--- src/rtl/host_word_dma_pkg.sv ---
package host_word_dma_pkg;

  // Word-transfer phases seen by the host.
  typedef enum logic [1:0] {
    XS_IDLE = 2'd0,
    XS_REQ  = 2'd1,
    XS_ACK  = 2'd2,
    XS_STB  = 2'd3
  } xfer_state_e;

endpackage

--- src/rtl/hwd_grant_timer.sv ---
module hwd_grant_timer #(
  parameter int unsigned LIMIT = 64
) (
  input  logic clk,
  input  logic rst_n,
  input  logic run,
  output logic expired
);
  localparam int unsigned TW = (LIMIT > 1) ? $clog2(LIMIT) : 1;

  logic [TW-1:0] cnt_q, cnt_d;

  always_comb begin
    cnt_d = run ? cnt_q + 1'b1 : '0;
  end

  always_ff @(posedge clk or negedge rst_n) begin
    if (!rst_n) cnt_q <= '0;
    else        cnt_q <= cnt_d;
  end

  // Last cycle of the waiting window.
  assign expired = run && (cnt_q == TW'(LIMIT - 1));

endmodule

--- src/rtl/hwd_msg_ctx.sv ---
module hwd_msg_ctx #(
  parameter int unsigned DW      = 16,
  parameter int unsigned CNT_W   = 5,
  parameter int unsigned DIR_BIT = 10
) (
  input  logic             clk,
  input  logic             rst_n,
  input  logic             msg_start,
  input  logic             msg_end,
  input  logic [DW-1:0]    cmd_in,
  input  logic             word_done,
  input  logic             grant_lost,
  output logic [DW-1:0]    cmd_q,
  output logic [CNT_W-1:0] cnt_q,
  output logic             active_q,
  output logic             begin_q,
  output logic             fail_n_q,
  output logic             tx_dir
);
  logic [DW-1:0]    cmd_d;
  logic [CNT_W-1:0] cnt_d;
  logic             active_d, fail_n_d;

  always_comb begin
    cmd_d    = cmd_q;
    cnt_d    = cnt_q;
    active_d = active_q;
    fail_n_d = fail_n_q;
    if (msg_start) begin
      cmd_d    = cmd_in;
      cnt_d    = '0;
      active_d = 1'b1;
      fail_n_d = 1'b1;
    end else begin
      if (word_done)  cnt_d    = cnt_q + 1'b1;
      if (msg_end)    active_d = 1'b0;
      if (grant_lost) fail_n_d = 1'b0;
    end
  end

  always_ff @(posedge clk or negedge rst_n) begin
    if (!rst_n) begin
      cmd_q    <= '0;
      cnt_q    <= '0;
      active_q <= 1'b0;
      begin_q  <= 1'b0;
      fail_n_q <= 1'b1;
    end else begin
      cmd_q    <= cmd_d;
      cnt_q    <= cnt_d;
      active_q <= active_d;
      begin_q  <= msg_start;
      fail_n_q <= fail_n_d;
    end
  end

  assign tx_dir = cmd_q[DIR_BIT];

endmodule

--- src/rtl/host_word_dma.sv ---
module host_word_dma
  import host_word_dma_pkg::*;
#(
  parameter int unsigned DW          = 16,
  parameter int unsigned CNT_W       = 5,
  parameter int unsigned DIR_BIT     = 10,
  parameter int unsigned GNT_TIMEOUT = 64
) (
  input  logic             clk,
  input  logic             rst_n,
  input  logic             msg_start,
  input  logic             msg_end,
  input  logic [DW-1:0]    cmd_in,
  input  logic             core_rx_valid,
  input  logic [DW-1:0]    core_rx_data,
  input  logic             core_tx_need,
  output logic             core_tx_valid,
  output logic [DW-1:0]    core_tx_data,
  input  logic             busy,
  input  logic             buf_en,
  output logic             xfer_req,
  input  logic             xfer_gnt,
  input  logic             xfer_ack,
  output logic             rd_wr_n,
  output logic             data_stb,
  output logic [DW-1:0]    hwy_dout,
  output logic             hwy_oe,
  input  logic [DW-1:0]    hwy_din,
  output logic [CNT_W-1:0] word_cnt,
  output logic [DW-1:0]    cmd_latch,
  output logic             msg_begin,
  output logic             cmd_active,
  output logic             hs_fail_n
);
  // Reset: asserted at once, released after two clock edges.
  logic [1:0] rst_sync_q;
  logic       rst_int_n;

  always_ff @(posedge clk or negedge rst_n) begin
    if (!rst_n) rst_sync_q <= 2'b00;
    else        rst_sync_q <= {rst_sync_q[0], 1'b1};
  end
  assign rst_int_n = rst_sync_q[1];

  xfer_state_e   state_q, state_d;
  logic          pend_q, pend_d;
  logic [DW-1:0] hold_q;
  logic          tx_valid_q;
  logic [DW-1:0] tx_data_q;
  logic          expired, word_done, grant_lost, take_word, tx_dir;

  hwd_grant_timer #(.LIMIT(GNT_TIMEOUT)) u_timer (
    .clk     (clk),
    .rst_n   (rst_int_n),
    .run     (state_q == XS_REQ),
    .expired (expired)
  );

  assign word_done  = (state_q == XS_STB) && !msg_start;
  assign grant_lost = (state_q == XS_REQ) && !xfer_gnt && expired && !msg_start;
  assign take_word  = cmd_active && (core_rx_valid || core_tx_need);

  hwd_msg_ctx #(.DW(DW), .CNT_W(CNT_W), .DIR_BIT(DIR_BIT)) u_ctx (
    .clk        (clk),
    .rst_n      (rst_int_n),
    .msg_start  (msg_start),
    .msg_end    (msg_end),
    .cmd_in     (cmd_in),
    .word_done  (word_done),
    .grant_lost (grant_lost),
    .cmd_q      (cmd_latch),
    .cnt_q      (word_cnt),
    .active_q   (cmd_active),
    .begin_q    (msg_begin),
    .fail_n_q   (hs_fail_n),
    .tx_dir     (tx_dir)
  );

  // Next-state logic of the handshake.
  always_comb begin
    state_d = state_q;
    if (msg_start) begin
      state_d = XS_IDLE;
    end else begin
      unique case (state_q)
        XS_IDLE: if (pend_q && cmd_active && !busy) state_d = XS_REQ;
        XS_REQ:  if (xfer_gnt)                      state_d = XS_ACK;
                 else if (expired)                  state_d = XS_IDLE;
        XS_ACK:  if (xfer_ack)                      state_d = XS_STB;
        XS_STB:                                     state_d = XS_IDLE;
        default:                                    state_d = XS_IDLE;
      endcase
    end
  end

  always_comb begin
    if (msg_start)                     pend_d = 1'b0;
    else if (take_word)                pend_d = 1'b1;
    else if (word_done || grant_lost)  pend_d = 1'b0;
    else                               pend_d = pend_q;
  end

  always_ff @(posedge clk or negedge rst_int_n) begin
    if (!rst_int_n) begin
      state_q    <= XS_IDLE;
      pend_q     <= 1'b0;
      tx_valid_q <= 1'b0;
    end else begin
      state_q    <= state_d;
      pend_q     <= pend_d;
      tx_valid_q <= word_done && tx_dir;
    end
  end

  // Data registers with explicit enables.
  always_ff @(posedge clk or negedge rst_int_n) begin
    if (!rst_int_n) begin
      hold_q    <= '0;
      tx_data_q <= '0;
    end else begin
      if (core_rx_valid && cmd_active) hold_q    <= core_rx_data;
      if (word_done && tx_dir)         tx_data_q <= hwy_din;
    end
  end

  assign xfer_req      = (state_q == XS_REQ);
  assign data_stb      = (state_q == XS_STB);
  assign rd_wr_n       = tx_dir;
  assign hwy_dout      = hold_q;
  assign hwy_oe        = buf_en && !tx_dir &&
                         ((state_q == XS_ACK) || (state_q == XS_STB));
  assign core_tx_valid = tx_valid_q;
  assign core_tx_data  = tx_data_q;

endmodule

--- config.mk ---
export PLATFORM = sky130hd
export DESIGN_NAME = host_word_dma
export DESIGN_NICKNAME = d
export VERILOG_FILES = /design/src/rtl/host_word_dma_pkg.sv /design/src/rtl/hwd_grant_timer.sv /design/src/rtl/hwd_msg_ctx.sv /design/src/rtl/host_word_dma.sv
export SDC_FILE = /design/constraint.sdc
export NUM_CORES = 1
export LEC_CHECK = 0
export ABC_AREA = 1
export CORE_ASPECT_RATIO = 1.75
export CORE_MARGIN = 3
export CORE_UTILIZATION = 38
export CTS_CLUSTER_SIZE = 24
export DETAILED_ROUTE_END_ITERATION = 10
export HOLD_SLACK_MARGIN = 0.03
export PLACE_DENSITY_LB_ADDON = 0.25
export SYNTH_ARGS = -nofsm -noshare
export SYNTH_HDL_FRONTEND = slang
export SYNTH_SLANG_ARGS = --single-unit
--- constraint.sdc ---
create_clock -name clk -period 2 [get_ports clk]
set_input_delay 0.4 -clock clk [delete_from_list [all_inputs] [get_ports clk]]
set_output_delay 0.4 -clock clk [all_outputs]
set_load 0.005 [all_outputs]
# == Word-level counts from Yosys, hierarchy flattened ==
# Cells that the tools add are included.
# totals
inputBits,58
reg_bits,68
out_inout_bits,61
wordCells,62
# op_classes
muxes,16
n_eq_ne,7
add_sub_neg,2
n_reduce_logical,25
# op_table
operator,count
$logic_and A1 B1 Y1,12
$mux W2,5
$mux W5,2
$pmux W2 S4,1
$mux W1,7
$add A6 B1 Y6 const B,1
$eq A6 B6 Y1 const B,1
$mux W6,1
$ne A3 B3 Y1 const B,2
$reduce_bool A2 Y1,3
$add A5 B1 Y5 const B,1
$eq A2 B2 Y1 const B,2
$logic_not A1 Y1,4
$ne A4 B4 Y1 const B,1
$logic_or A1 B1 Y1,3
$reduce_and A3 Y1,1
$reduce_bool A3 Y1,1
$eq A2 B1 Y1 const B,1
$logic_not A2 Y1,1

# == Logic depth before layout (Yosys ltp) ==
# Gate-level depths: netlist of run 1.
# depth
word_depth,8
mapped_depth,7
ltp_nobuf,6

# == Hierarchy ==
# Synthesis of run 1 repeated with hierarchy kept, for this count alone.
# unflattened
cells_unflattened,279
area_unflattened_um2,2756.4
# by_module_without_submodules
module,area_each_um2,instances,cells_each,seq_area_each_um2
host_word_dma,1492.7,1,138,950.9
hwd_msg_ctx,968.4,1,106,601.8
hwd_grant_timer,295.3,1,35,150.1

# == Worst setup path after synthesis of run 1 ==
# Ideal clock, no wire load.
# synth_timing
path_type,reg-to-reg
start,register u_ctx.active_q
end,register hold_q[10] (netlist: hwy_dout[10])
setup_ns,0.125
t_arrival_ns,1.130
stages_incl_launch_ff,4
n_path_buf,1
t_required_ns,1.875
synth_period_minus_slack_ns,1.255
slack_ns,0.745
path_cell_list,dfrtp_1 -> nand2_2 -> buf_2 -> mux2_2
# synth_between
elab_chain_cells,1
# synth_lines
element,line_no,source
start: declaration,hwd_msg_ctx.sv:15,"output logic active_q,"
start signal: assignment,hwd_msg_ctx.sv:51,active_q <= active_d;
$logic_and A1 B1 Y1,host_word_dma.sv:121,if (core_rx_valid && cmd_active) hold_q <= core_rx_data;
end signal: assignment,host_word_dma.sv:121,
end: declaration,host_word_dma.sv:47,logic [DW-1:0] hold_q;
# Every way passes these cells.
# A chain may end at the register's enable or synchronous reset.

# == Worst setup path after layout of run 1 ==
# layout_timing
start,register state_q[1]
end,output data_stb
# layout_between
elab_chain_cells,1
# layout_lines
element,line_no,source
start: declaration,host_word_dma.sv:45,"xfer_state_e state_q, state_d;"
start signal: assignment,host_word_dma.sv:109,state_q <= state_d;
$eq A2 B2 Y1,host_word_dma.sv:127,assign data_stb = (state_q == XS_STB);
end: declaration,host_word_dma.sv:25,"output logic data_stb,"
# Every way passes these cells.

==> tab_implementation.tex, run 1 <==
\begin{tabular}{lr}
\hline
Metric & Value \\
\hline
\multicolumn{2}{l}{\textbf{CTS}} \\
Max clock buf depth & 2 \\
Clk sinks & 68 \\
CTS Buf Count & 9 \\
TritonCTS clock tree & done \\
Post-CTS clock slew at the launch and capture registers of the worst setup and hold paths & approximately 0.05 ns \\
Cell at the root of the clock tree & sky130\_fd\_sc\_hd\_\_clkbuf\_16 \\
H-tree levels & 3 \\
Worst-skew pair later-pin latency & 0.33 ns \\
\multicolumn{2}{l}{\textbf{Cells and area}} \\
Number of antenna repair diodes & 0 \\
Net count of the finished layout & 459 \\
Synthesis-to-finish area growth & 59.07\% \\
Post-layout instance count excluding filler cells & around 490 \\
Proportion of layout cells with a drive suffix above 1 & 12.13\% \\
\multicolumn{2}{l}{\textbf{Synth}} \\
Most frequently used flop master after synthesis & sky130\_fd\_sc\_hd\_\_dfrtp\_1 \\
Post-synthesis net count & approximately 330 \\
Number of instances in the synthesized netlist & 272 \\
Unique cell type count in the Yosys netlist & 21 \\
Total of warnings raised by yosys & 0 \\
Area fraction of the dominant cell type after synthesis & between 60\% and 70\% \\
Ranking of synthesized cells by instance count & 118 x sky130\_fd\_sc\_hd\_\_nand2\_1, 67 x sky130\_fd\_sc\_hd\_\_dfrtp\_1, 19 x sky130\_fd\_sc\_hd\_\_nor2\_1 \\
Count of flip-flops with a built-in enable after synthesis & 0 \\
Dominant cell type by area after synthesis & sky130\_fd\_sc\_hd\_\_dfrtp\_1 \\
Register bit total from synthesis & 68 \\
Most repeated cell in the gate-level netlist after synthesis & sky130\_fd\_sc\_hd\_\_nand2\_1 \\
Sequential element share of the synthesized area & 63.16\% \\
Cells taking the most area after synthesis & sky130\_fd\_sc\_hd\_\_dfrtp\_1 62\%, sky130\_fd\_sc\_hd\_\_nand2\_1 16\%, sky130\_fd\_sc\_hd\_\_mux2\_2 6.7\% \\
Share of flip-flops with an asynchronous set or reset & 100.0\% \\
Syn avg cell area & 9.913 um2 \\
Area of the mapped netlist & approximately 0.0027 mm2 \\
\multicolumn{2}{l}{\textbf{STA}} \\
Clock skew & 0.005310 ns \\
Time the final worst path needs with I/O delays and setup & roughly 1.9 ns \\
Setup\_tns & 0 ns \\
RSZ-0062 raised after global routing & false \\
Final setup violating endpoints & 0 \\
Final clock period utilization by the worst path & 94.55\% \\
Hold Fails Final Rpt & 0 \\
Final count of pins violating max slew & 0 \\
F\_max & approximately 530 MHz \\
\multicolumn{2}{l}{\textbf{Place}} \\
Placed insts & 470 \\
Post-detailed-placement half-perimeter wirelength & 4718 um \\
Placer Congestion & 0.7207 \\
Count of buffers inserted at the top-level ports & 118 \\
\multicolumn{2}{l}{\textbf{Critical path}} \\
WP data arrival & between 1 and 1.5 ns \\
Critical Path Sink Type & output port \\
Worst Setup Path Type & flop to output port \\
Worst reg2reg endpoint & core\_tx\_data[14]\$\_DFFE\_PN0P\_ \\
R2r worst-path depth & 7 \\
R2R setup slack & 0.66 ns \\
Worst Path Max Fanout & 8 \\
Critical path required time & approximately 1.6 ns \\
Launching point of the worst reg2reg path & state\_q[1]\$\_DFFE\_PN0P\_ \\
Startpoint class of the critical path & flop \\
\multicolumn{2}{l}{\textbf{Die}} \\
Overall die area & 0.008182 mm2 \\
I/O pin count & 119 \\
Die X & 69.68 um \\
Total number of placement rows & 40 \\
Die height & between 100 and 150 um \\
CORE AREA & 0.006857 mm2 \\
Starting utilization of the core area & 39.32\% \\
\multicolumn{2}{l}{\textbf{Route}} \\
Starting DRC count in detailed routing & 77 \\
DR DRC count & 0 \\
Post-DR wirelength/cell & 13.07 um \\
Number of vias in the routed layout & 2214 \\
Drt first pass iters & 4 \\
Number of nets with antenna violations after routing & 0 \\
Total Routed Length & about 6400 um \\
Post-DR vias/cell & 4.537 \\
\multicolumn{2}{l}{\textbf{GRT}} \\
Via count of the first global-routing pass & 2412 \\
Pin count of the biggest net entering global routing & 67 \\
Global-route wire length before repair & 10980 um \\
Global-route usage over all layers & between 10\% and 20\% \\
Initial antenna violation count & 0 \\
Leftover overflow at the end of global routing & 0 \\
\multicolumn{2}{l}{\textbf{Outcome}} \\
Outcome & completed \\
\multicolumn{2}{l}{\textbf{Flow run}} \\
Max-capacitance violation count & 0 \\
\multicolumn{2}{l}{\textbf{Power}} \\
Power Dens Cells & 910.8 mW/mm2 \\
Standby leakage power & 2.043 nW \\
Maximum vdd ir drop & 0.0006047 V \\
\multicolumn{2}{l}{\textbf{Hold path}} \\
Class of the worst hold path & primary input to asynchronous set/reset pin \\
\hline
\end{tabular}
[worst max-delay path, stage by stage, from the launching register on]
cell	delay (ns)
sky130_fd_sc_hd__dfrtp_2	0.40
sky130_fd_sc_hd__buf_4	0.15
sky130_fd_sc_hd__nand2_4	0.13
sky130_fd_sc_hd__inv_1	0.05
sky130_fd_sc_hd__clkdlybuf4s50_1	0.44
[cell type report]
cell class              instances  area (um2)
clock buffers                   9       225.2
clock inverters                 7       67.56
fillers                       613        2567
inverters                      13       53.80
multi-input cells             183       893.4
flip-flops and latches         68        1705
well taps                      84       105.1
repair buffers                124        1239
[what timing repair did]
action                                  in CTS  in global routing
endpoints found under the setup margin       1                  1
hold buffers                                 0                  0
buffers inserted                             2                  0
cloned                                       0                  0
gates resized for setup                      2                  1
[through the flow]
step	util [%]	total power, mW	cell area [um2]	setup WS (ns)	hold WS, ns
floorplan	-	1.902	2698	0.7452	0.1044
global placement	58.01	2.397	3978	0.1040	0.2947
detailed placement	58.01	2.414	3978	0.1017	0.3034
CTS	62.52	3.966	4287	0.05643	0.2202
global route	62.55	4.102	4289	0.004914	0.2210
finish	62.55	3.906	4289	0.1089	0.2324
[metal layers]
metal	vias up	routed length (um)	global-route usage [%]
met4	0	153	7.794
met2	75	3394	29.13
li1	1097	-	-
met1	1031	2264	17.32
met3	11	566	7.890
met5	-	0	0
[state kept, by name, summed over array words and instances, names as in the netlist]
name and cells:
core_tx_valid 1, u_timer.cnt_q 6, u_ctx.cnt_q 5, rst_sync_q 2, pend_q 1, u_ctx.active_q 1, u_ctx.fail_n_q 1, core_tx_data 16
u_ctx.begin_q 1, hwy_dout 16, state_q 2, u_ctx.cmd_q 16
[kinds of logic (layout without fill, tap and decap cells)]
kind of cell,count (synthesis),in the layout,share of synthesized area [%]
compound gates,13,13,2.413
xor+xnor,1,1,0.3249
fa+ha+maj,2,2,0.9279
buf+inv,21,153,3.805
flops,68,68,63.16
mux,16,16,6.682
other cells,1,1,0.1391
simple gates,150,150,22.55
[worst max-delay path by stage]
stage | from | endpoint | slack [ns] | cells after the start
finish | state_q[1]$_DFFE_PN0P_ | data_stb | 0.11 | 4
CTS | state_q[1]$_DFFE_PN0P_ | xfer_req | 0.06 | 4
detailed placement | buf_en | hwy_oe | 0.10 | 4
global route | state_q[0]$_DFFE_PN0P_ | data_stb | 0.005 | 3
floorplan | u_ctx.active_q$_DFFE_PN0P_ | hwy_dout[10]$_DFFE_PN0P_ | 0.75 | 3
global placement | buf_en | hwy_oe | 0.10 | 4
[power breakdown]
part           total (mW)  switching, mW  internal, mW
Clock                1.52          0.561         0.956
Combinational       0.736          0.253         0.483
Sequential           1.65          0.106          1.55
[layout by cell type (no fill, tap or decap), types with 2 or more instances in the layout]
| cell type | count |
|---|---|
| sky130_fd_sc_hd__dfrtp_1 | 65 |
| sky130_fd_sc_hd__clkbuf_16 | 9 |
| sky130_fd_sc_hd__nor2_1 | 19 |
| sky130_fd_sc_hd__buf_4 | 5 |
| sky130_fd_sc_hd__dfrtp_2 | 2 |
| sky130_fd_sc_hd__a21oi_1 | 7 |
| sky130_fd_sc_hd__inv_2 | 2 |
| sky130_fd_sc_hd__nand2_2 | 2 |
| sky130_fd_sc_hd__clkinvlp_4 | 3 |
| sky130_fd_sc_hd__clkinv_2 | 3 |
| sky130_fd_sc_hd__o21ai_0 | 6 |
| sky130_fd_sc_hd__ha_1 | 2 |
| sky130_fd_sc_hd__mux2_2 | 16 |
| sky130_fd_sc_hd__inv_1 | 10 |
| sky130_fd_sc_hd__clkdlybuf4s50_1 | 118 |
| sky130_fd_sc_hd__nand3_1 | 8 |
| sky130_fd_sc_hd__nand2_1 | 117 |
| sky130_fd_sc_hd__nand2_4 | 2 |
Power figures use the tool's default switching activity.
==> run 2: changes to the inputs <==
--- a/config.mk
+++ b/config.mk
@@ -9,7 +9,7 @@
 export CORE_ASPECT_RATIO = 1.75
 export CORE_MARGIN = 3
 export CORE_UTILIZATION = 38
-export CTS_CLUSTER_SIZE = 24
+export CTS_CLUSTER_SIZE = 28
 export DETAILED_ROUTE_END_ITERATION = 10
 export HOLD_SLACK_MARGIN = 0.03
 export PLACE_DENSITY_LB_ADDON = 0.25
==> results of run 2 <==
The final DEF is identical to that of run 1; final timing and power are the same.
